===== src/rtl/dmaCsrPkg.sv =====
package dmaCsrPkg;
  localparam int DATA_W = 32;
  localparam int STAT_W = 16;

  localparam int BIT_RUN    = 15;
  localparam int BIT_PAUSE  = 14;
  localparam int BIT_FLUSH  = 13;
  localparam int BIT_WAKE   = 12;
  localparam int BIT_DEAD   = 11;
  localparam int BIT_ACTIVE = 10;
  localparam int BIT_BT     = 8;

  localparam logic [STAT_W-1:0] CTL_WRITABLE = 16'hF0FF;

  localparam int IDX_CTL  = 0;
  localparam int IDX_STAT = 1;
  localparam int IDX_PTR  = 3;
  localparam int IDX_SEL0 = 4;
  localparam int SEL_N    = 3;

  localparam int SQ_N = 5;

  typedef struct packed {
    logic             ctlWr;
    logic             ptrWr;
    logic [SEL_N-1:0] selWr;
  } csrStrobes_t;
endpackage


===== src/rtl/dmaCsrCtrl.sv =====
module dmaCsrCtrl
  import dmaCsrPkg::*;
#(
  parameter int ADDR_W = 5
) (
  input  logic              clk,
  input  logic              rstN,
  input  logic              busWe,
  input  logic [ADDR_W-1:0] busAddr,
  input  logic              statRun,
  input  logic              statActive,
  input  logic              nxtActive,
  input  logic              nxtFlush,
  output csrStrobes_t       strb,
  output logic              cmdLoad,
  output logic              kickPulse,
  output logic              flushPulse
);
  logic ptrLocked;

  assign ptrLocked  = statRun | statActive;
  assign strb.ctlWr = busWe && (busAddr == ADDR_W'(IDX_CTL));
  assign strb.ptrWr = busWe && (busAddr == ADDR_W'(IDX_PTR)) && !ptrLocked;

  for (genvar g = 0; g < SEL_N; g++) begin : gSelDec
    assign strb.selWr[g] = busWe && (busAddr == ADDR_W'(IDX_SEL0 + g));
  end

  always_ff @(posedge clk) begin
    if (!rstN) begin
      cmdLoad    <= 1'b0;
      kickPulse  <= 1'b0;
      flushPulse <= 1'b0;
    end else begin
      cmdLoad    <= strb.ptrWr;
      kickPulse  <= strb.ctlWr && nxtActive;
      flushPulse <= strb.ctlWr && nxtFlush;
    end
  end
endmodule


===== src/rtl/dmaCsrData.sv =====
module dmaCsrData
  import dmaCsrPkg::*;
#(
  parameter int ADDR_W     = 5,
  parameter int ALIGN_BITS = 4
) (
  input  logic                          clk,
  input  logic                          rstN,
  input  csrStrobes_t                   strb,
  input  logic [ADDR_W-1:0]             busAddr,
  input  logic [DATA_W-1:0]             busWdata,
  input  logic [SQ_N-1:0]               seqSet,
  input  logic [SQ_N-1:0]               seqClr,
  output logic [DATA_W-1:0]             busRdata,
  output logic [DATA_W-1:0]             statusWord,
  output logic [DATA_W-1:0]             cmdPtr,
  output logic [SEL_N-1:0][DATA_W-1:0]  selRegs,
  output logic                          nxtActive,
  output logic                          nxtFlush
);
  localparam int unsigned SEQ_POS [SQ_N] = '{BIT_DEAD, BIT_ACTIVE, BIT_FLUSH, BIT_WAKE, BIT_BT};

  logic [STAT_W-1:0] statReg, ctlNext, seqNext, wrMask, wrVal;
  logic [DATA_W-1:0] ptrReg;

  always_comb begin
    wrMask  = busWdata[DATA_W-1:STAT_W] & CTL_WRITABLE;
    wrVal   = busWdata[STAT_W-1:0] & CTL_WRITABLE;
    ctlNext = (wrVal & wrMask) | (statReg & ~wrMask);
    if (ctlNext[BIT_WAKE]) ctlNext[BIT_ACTIVE] = 1'b1;
    if (ctlNext[BIT_RUN]) begin
      ctlNext[BIT_ACTIVE] = 1'b1;
      ctlNext[BIT_DEAD]   = 1'b0;
    end
    if (ctlNext[BIT_PAUSE]) ctlNext[BIT_ACTIVE] = 1'b0;
    if (statReg[BIT_RUN] && !ctlNext[BIT_RUN]) begin
      ctlNext[BIT_ACTIVE] = 1'b0;
      ctlNext[BIT_DEAD]   = 1'b0;
    end
  end

  always_comb begin
    seqNext = statReg;
    for (int k = 0; k < SQ_N; k++) begin
      seqNext[SEQ_POS[k]] = seqSet[k] | (statReg[SEQ_POS[k]] & ~seqClr[k]);
    end
  end

  assign nxtActive = ctlNext[BIT_ACTIVE];
  assign nxtFlush  = ctlNext[BIT_FLUSH];

  always_ff @(posedge clk) begin
    if (!rstN) begin
      statReg <= '0;
    end else if (strb.ctlWr) begin
      statReg <= ctlNext;
    end else begin
      statReg <= seqNext;
    end
  end

  always_ff @(posedge clk) begin
    if (!rstN) begin
      ptrReg <= '0;
    end else if (strb.ptrWr) begin
      ptrReg <= {busWdata[DATA_W-1:ALIGN_BITS], ALIGN_BITS'(0)};
    end
  end

  for (genvar g = 0; g < SEL_N; g++) begin : gSelReg
    always_ff @(posedge clk) begin
      if (!rstN) begin
        selRegs[g] <= '0;
      end else if (strb.selWr[g]) begin
        selRegs[g] <= busWdata;
      end
    end
  end

  assign statusWord = {{(DATA_W-STAT_W){1'b0}}, statReg};
  assign cmdPtr     = ptrReg;

  always_comb begin
    busRdata = '0;
    if (busAddr == ADDR_W'(IDX_STAT)) busRdata = statusWord;
    if (busAddr == ADDR_W'(IDX_PTR))  busRdata = ptrReg;
    for (int k = 0; k < SEL_N; k++) begin
      if (busAddr == ADDR_W'(IDX_SEL0 + k)) busRdata = selRegs[k];
    end
  end
endmodule


===== src/rtl/dmaChanCsr.sv =====
module dmaChanCsr
  import dmaCsrPkg::*;
#(
  parameter int ADDR_W     = 5,
  parameter int ALIGN_BITS = 4
) (
  input  logic              clk,
  input  logic              rstN,
  input  logic              busWe,
  input  logic [ADDR_W-1:0] busAddr,
  input  logic [31:0]       busWdata,
  output logic [31:0]       busRdata,
  input  logic [4:0]        seqSet,
  input  logic [4:0]        seqClr,
  output logic [31:0]       statusWord,
  output logic [31:0]       cmdPtr,
  output logic [31:0]       intrSel,
  output logic [31:0]       branchSel,
  output logic [31:0]       waitSel,
  output logic              runFlag,
  output logic              activeFlag,
  output logic              flushFlag,
  output logic              cmdLoad,
  output logic              kickPulse,
  output logic              flushPulse
);
  csrStrobes_t                  strb;
  logic                         nxtActive, nxtFlush;
  logic [SEL_N-1:0][DATA_W-1:0] selRegs;

  dmaCsrCtrl #(.ADDR_W(ADDR_W)) u_ctrl (
    .clk        (clk),
    .rstN       (rstN),
    .busWe      (busWe),
    .busAddr    (busAddr),
    .statRun    (statusWord[BIT_RUN]),
    .statActive (statusWord[BIT_ACTIVE]),
    .nxtActive  (nxtActive),
    .nxtFlush   (nxtFlush),
    .strb       (strb),
    .cmdLoad    (cmdLoad),
    .kickPulse  (kickPulse),
    .flushPulse (flushPulse)
  );

  dmaCsrData #(.ADDR_W(ADDR_W), .ALIGN_BITS(ALIGN_BITS)) u_data (
    .clk        (clk),
    .rstN       (rstN),
    .strb       (strb),
    .busAddr    (busAddr),
    .busWdata   (busWdata),
    .seqSet     (seqSet),
    .seqClr     (seqClr),
    .busRdata   (busRdata),
    .statusWord (statusWord),
    .cmdPtr     (cmdPtr),
    .selRegs    (selRegs),
    .nxtActive  (nxtActive),
    .nxtFlush   (nxtFlush)
  );

  assign intrSel    = selRegs[0];
  assign branchSel  = selRegs[1];
  assign waitSel    = selRegs[2];
  assign runFlag    = statusWord[BIT_RUN];
  assign activeFlag = statusWord[BIT_ACTIVE];
  assign flushFlag  = statusWord[BIT_FLUSH];
endmodule


===== config.mk =====
export PLATFORM = sky130hd
export DESIGN_NAME = dmaChanCsr
export DESIGN_NICKNAME = d
export VERILOG_FILES = /design/src/rtl/dmaCsrPkg.sv /design/src/rtl/dmaCsrCtrl.sv /design/src/rtl/dmaCsrData.sv /design/src/rtl/dmaChanCsr.sv
export SDC_FILE = /design/constraint.sdc
export NUM_CORES = 1
export LEC_CHECK = 0
export BUFFER_PORTS_ARGS = -buffer_cell sky130_fd_sc_hd__buf_2
export CAP_MARGIN = 20
export CORE_UTILIZATION = 56
export CTS_BUF_LIST = sky130_fd_sc_hd__clkbuf_4
export DETAILED_ROUTE_END_ITERATION = 16
export GPL_TIMING_DRIVEN = 0
export PLACE_DENSITY = 0.89
export SLEW_MARGIN = 20
export SYNTH_ARGS = -nofsm -noshare
export SYNTH_HDL_FRONTEND = slang
export SYNTH_SLANG_ARGS = --single-unit

===== constraint.sdc =====
create_clock -name clk -period 2.88 [get_ports clk]
set_input_delay 0.288 -clock clk [delete_from_list [all_inputs] [get_ports clk]]
set_output_delay 0.288 -clock clk [all_outputs]
set_load 0.005 [all_outputs]

==> results of run 1 <==
[registers in the layout, indices dropped and copies added, names as in the netlist, named ones only]
register           cells
u_data.cmdPtr         28
u_data.selRegs        96
u_ctrl.cmdLoad         1
u_ctrl.kickPulse       1
u_data.statReg         7
u_ctrl.flushPulse      1
[final cells by class]
type                       count  area share
multi-input combinational    653       0.412
sequential                   142       0.326
timing repair buffer         242       0.150
buffer                        94      0.0606
tap                          147      0.0211
clock buffer                  20      0.0172
clock inverter                11      0.0115
inverter                       2    0.000861
[metrics by stage]
stage                     hold slack, ns  cell area (µm²)
after floorplan                    0.433             6970
after global routing             0.00416             8720
final                             0.0287             8720
after CTS                        0.00455             8710
after global placement             0.458             8270
after detailed placement           0.467             8270
[power groups by stage]
stage                     Combinational, µW  Clock [µW]  Sequential, µW
after global routing                    427        1300            2000
after global placement                  361           0            2040
final                                   404        1210            2000
after detailed placement                366           0            2040
after floorplan                         198           0            2040
after CTS                               387        1200            2000
[kinds of logic (layout without fill, tap and decap cells)]
logic type | Yosys count | in the layout | synth area share
mux | 4 | 4 | 0.00598
flops | 142 | 142 | 0.412
buf+inv | 96 | 369 | 0.0776
other cells | 1 | 21 | 0.000544
compound gates | 247 | 247 | 0.279
simple gates | 381 | 381 | 0.225
[cells in the mapped netlist, types with 2 or more instances]
cell,count
o311a_1,2
nor2b_1,6
o22a_1,3
nand2_1,300
o2bb2ai_1,5
buf_2,19
and4_1,2
inv_1,2
a41o_1,10
a21oi_1,15
clkbuf_1,41
nor2_1,45
dfxtp_1,142
a21boi_0,125
o2bb2ai_2,10
a221oi_1,3
and3_1,5
a22oi_1,6
buf_4,31
o21ai_0,29
mux2i_1,3
a22o_1,26
nand2b_1,5
nand3_1,4
and2b_1,2
a221o_1,10
[critical path: stages]
cell,delay [ns]
buf_2,0.13
buf_2,0.25
nand2b_1,0.37
nor2_1,0.23
clkbuf_1,0.64
a22o_1,0.27
buf_2,0.11
[cells in the final DEF, fill, tap and decap left out, types with 15 or more instances in the layout]
cell type,n
conb_1,21
clkbuf_1,41
nand2_1,300
a21boi_0,125
o21ai_0,29
a21oi_1,15
clkbuf_4,20
dfxtp_1,142
buf_4,31
buf_2,241
nor2_1,45
a22o_1,26
dlygate4sd3_1,20
[final timing paths]
path                                         from                              end  slack (ns)  depth (start not counted)
setup / recovery                       busAddr[1]                     busRdata[18]        0.30                          7
hold / removal                        busWdata[4]  u_data.selRegs[36]$_SDFFE_PN0P_        0.03                          3
setup reg to reg  u_data.statReg[15]$_SDFFE_PN0P_   u_data.cmdPtr[17]$_SDFFE_PN0P_        0.80                          5
hold reg to reg   u_data.selRegs[50]$_SDFFE_PN0P_  u_data.selRegs[50]$_SDFFE_PN0P_        0.48                          2
[per-layer routing]
metal,GRT usage,vias up,part of all wire
li1,-,3480,-
met1,0.493,3554,0.38
met2,0.621,611,0.45
met3,0.0916,123,0.12
met4,0.249,0,0.052
met5,0,-,0
==> flow_summary.ini, run 1 <==
[run_status]
status = completed

[run]
maxCapViolCount = 0

[pwr]
fin_total_pwr_uw = 3610
leakage_uw = 0.00396
p_int_uw = 2660
pwr-share-seq = 0.553
combPwrFrac = 0.112
pwr_density_cell_mw_per_mm2 = 414
switching_share = 0.263
switching_power_uw = 951
irDropWorstVdd_mv = 0.306
p_clk_frac = 0.335

[setup_path]
critical_path_class = in2out
cp.required_ns = 2.59
critPathMaxFanout = 10
cp_data_arrival_time_ns = 2.30
cp-start-kind = input port
end_kind = output port

[place]
post-place-cells = 1260
dp_hpwl_um = 18000
place_ws_ns = 0.419
io_buffer_count = 222
routabilityCongestion = 0.946

[cts]
post_cts_buffers = 0
h-tree-depth = 4
ctsResizeCount = 0
cts-root-buf = clkbuf_4
hold_buffers = 19
clock_latency_ns = 0.57
cts_tree = done
numCtsBuffers = 17
cts.sinks = 142
path_clk_slew_ns = 0.10
clockBufferDepth = 2

[global_routing]
grt_pass1_vias = 7014
grt_antenna_before_repair = 0
gr-usage-all-layers = 0.396
grt_pass1_wl_um = 38000
grt_max_degree = 17
grt_overflow = 0

[synth]
seq_area_frac_synth = 0.412
synth_cell_types = 46
async_flop_share = 0
yosysWarnings = 0
synth_cells = 871
synth_edf_count = 0
syn_area_per_cell_um2 = 7.92
synth_flop_cell = dfxtp_1
synth_area_leaders = dfxtp_1 (41%), nand2_1 (16%), a21boi_0 (14%)
synth-seq-cells = 142
syn_area_mm2 = 0.00690
synth_top_area_share = 0.412
yosysTopAreaCell = dfxtp_1

[timing]
slew_headroom = 0.465
period_share = 0.898
finalSetupViolations = 0
worst_pin_slew_ns = 0.796
rsz0062_at_grt = false
final_hold_viol_count = 0
final_max_slew_viol_count = 0
min_period_ns = 2.58
skew_ns = 0.0137
finalSetupTns_ns = 0
max_freq_mhz = 387
setup_ws_ns = 0.295

[floorplan]
die_h_um = 113
fp.dieW_um = 113
die_area_mm2 = 0.0128
num_io_pins = 248
start_util = 0.574
core_mm2 = 0.0120
rows = 40

[detailed_routing]
route.vias.total = 7768
wirelength_um = 25300
antenna_left = 0
viasPerCell = 5.93
drc = 0
firstDrtPassIters = 7
wl_per_cell_um = 19.3
drt-initial-drc-count = 867

[hold_path]
min_path_type = in2reg

[finish]
syn_to_final_growth_pct = 26.4
stdcell_count = 1311
multi_input_area_mm2 = 0.00360
regArea_mm2 = 0.00284
finish.utilization = 0.726
nFillCells = 964
finalNetCount = 1202
final_layout_size_suffix_gt1_frac = 0.273
num_antenna_cells = 0
(Power assumes the default switching activity.)
==> run 2, diff against run 1 <==
- PLACE_DENSITY: 0.89 -> unset
- PLACE_DENSITY_LB_ADDON: unset -> 0.2
- RECOVER_POWER: unset -> 50
==> run 2 against run 1 <==
  * Design area about the same
  * Count of clock-buffer cells in the layout down 2
  * Combinational power about the same
  * Critical endpoint is now busRdata[10]
  * Largest cell class unchanged
  * Largest power group unchanged
==> flow_summary.ini, run 2 (synthesis gave the netlist of run 1 again) <==
[global_routing]
busiest_layer = met2
grt_antenna_before_repair = 0
grt_pass1_wl_um = 37500
grt_pass1_vias = 6931
gr-usage-all-layers = 0.394
grt_overflow = 0
gr-usage-met3 = 0.0921
grt_max_degree = 17
met1_usage = 0.469
use_met2 = 0.642

[detailed_routing]
drt-initial-drc-count = 713
route.vias.total = 7579
viasPerCell = 5.77
wl_per_cell_um = 19.1
wirelength_um = 25000
firstDrtPassIters = 6
antenna_left = 0
drc = 0

[timing]
final_max_slew_viol_count = 0
holdWs_ns = 0.0230
skew_ns = 0.0156
rsz0062_at_grt = false
max_freq_mhz = 395
worst_pin_slew_ns = 0.745
slew_headroom = 0.503
min_period_ns = 2.53
setup_ws_ns = 0.349
period_share = 0.879
finalSetupViolations = 0
finalSetupTns_ns = 0
final_hold_viol_count = 0

[hold_path]
min_path_type = in2reg
worstHoldStart = busWdata[17]
min_path_cells = 3
worstHoldEndpoint = u_data.cmdPtr[17]$_SDFFE_PN0P_

[pwr]
leakage_uw = 0.00379
irDropWorstVdd_mv = 0.429
fin_total_pwr_uw = 3730
p_int_uw = 2740
pwr-share-seq = 0.536
pwr_density_cell_mw_per_mm2 = 428
p_clk_frac = 0.356
switching_share = 0.266
combPwrFrac = 0.108
switching_power_uw = 993

[setup_path]
crit_top_cell = buf_2
reg2regPathDepth = 5
slowest_stage = nor2b_1
crit_family = simple AND/OR/NAND/NOR gates
reg2reg_slack_ns = 0.74
end_kind = output port
cp.required_ns = 2.59
critical_path_class = in2out
r2r-end = u_data.cmdPtr[15]$_SDFFE_PN0P_
cp-start-kind = input port
cp.buffers_inverters = 3
cp_data_arrival_time_ns = 2.24
max_stage_delay_ns = 0.48
critPathMaxFanout = 10
reg2reg_from = u_data.statReg[15]$_SDFFE_PN0P_
path_cells = clkbuf_1 > nor4b_4 > nor2b_1 > buf_2 > a221o_1 > a22o_1 > buf_2

[floorplan]
rows = 40
num_io_pins = 248
start_util = 0.574
fp.dieW_um = 113
die_area_mm2 = 0.0128
die_h_um = 113
core_mm2 = 0.0120

[finish]
finalNetCount = 1204
num_antenna_cells = 0
largest_register_ffs = 96
syn_to_final_growth_pct = 26.4
largest-register = u_data.selRegs
final_layout_size_suffix_gt1_frac = 0.241
nFillCells = 1038
layout_common_cells = nand2_1 (300), buf_2 (201), dfxtp_1 (142)
stdcell_count = 1313
mostFrequentLayoutCell = nand2_1

[cts]
h-tree-depth = 4
cts-root-buf = clkbuf_4
numCtsBuffers = 17
cts_tree = done
clock_latency_ns = 0.59
clockBufferDepth = 2
path_clk_slew_ns = 0.12
post_cts_buffers = 0
cts.sinks = 142

[place]
routabilityCongestion = 0.949
dp_hpwl_um = 17700
post-place-cells = 1260
io_buffer_count = 222
place_ws_ns = 0.483

[run_status]
status = completed

[run]
maxCapViolCount = 0
==> run 2: changes by cell type in the layout (fill, tap and decap cells not counted), sizes merged <==
cell         previous run  this run
buf                   275       236
bufinv                  2         3
clkbuf                 61        98
clkinv                  9         6
clkinvlp                0         4
dlygate4sd3            20        22
==> run 2: layer usage <==
layer	up-vias	part of all wire
li1	3490	-
met1	3478	0.37
met2	521	0.47
met3	90	0.11
met4	0	0.046
met5	-	0
==> run 2: power by group through the flow <==
| stage | combinational (µW) | clock [µW] | sequential (µW) |
|---|---|---|---|
| 2_1_floorplan | 198 | 0 | 2040 |
| 3_3_place_gp | 363 | 0 | 2040 |
| 3_5_place_dp | 366 | 0 | 2040 |
| 4_1_cts | 392 | 1330 | 2000 |
| 5_1_grt | 427 | 1420 | 2000 |
| 6_report | 402 | 1330 | 2000 |
==> run 2: how the worst max path moves through the flow <==
stage	start	slack (ns)	cells after the start	endpoint
3_5_place_dp	busAddr[4]	0.48	7	busRdata[10]
4_1_cts	busAddr[4]	0.47	7	busRdata[10]
6_report	busAddr[4]	0.35	7	busRdata[10]
5_1_grt	busAddr[1]	0.22	9	busRdata[0]
2_1_floorplan	busAddr[0]	1.05	7	busRdata[11]
3_3_place_gp	busAddr[4]	0.47	7	busRdata[10]
==> run 2: what timing repair did <==
item                                   CTS  global route
resized for setup                        0             0
endpoints found under the hold margin   76             0
hold buffers                            22             0
==> run 2: worst register-to-register path: stages (launching register included) <==
cell and delay, ns:
dfxtp_1 0.41, nor2_1 0.32, nand4_1 0.60, clkbuf_1 0.47
nand2_1 0.16, a21boi_0 0.08
==> run 2: cell type report <==
| class | count | area (µm²) | share of cell area |
|---|---|---|---|
| inverters | 2 | 7.51 | 0.000861 |
| clock inverters | 13 | 149 | 0.0171 |
| multi-input cells | 653 | 3600 | 0.412 |
| plain buffers | 94 | 514 | 0.0590 |
| repair buffers | 244 | 1290 | 0.148 |
| well taps | 147 | 184 | 0.0211 |
| clock buffers | 18 | 135 | 0.0155 |
| flip-flops and latches | 142 | 2840 | 0.326 |
==> run 2: per-stage QoR <==
| stage | utilization | instance area (µm²) |
|---|---|---|
| after CTS | 0.730 | 8770 |
| after global placement | 0.688 | 8270 |
| after global routing | 0.726 | 8720 |
| after detailed placement | 0.688 | 8270 |
| after floorplan | - | 6970 |
| final | 0.726 | 8720 |
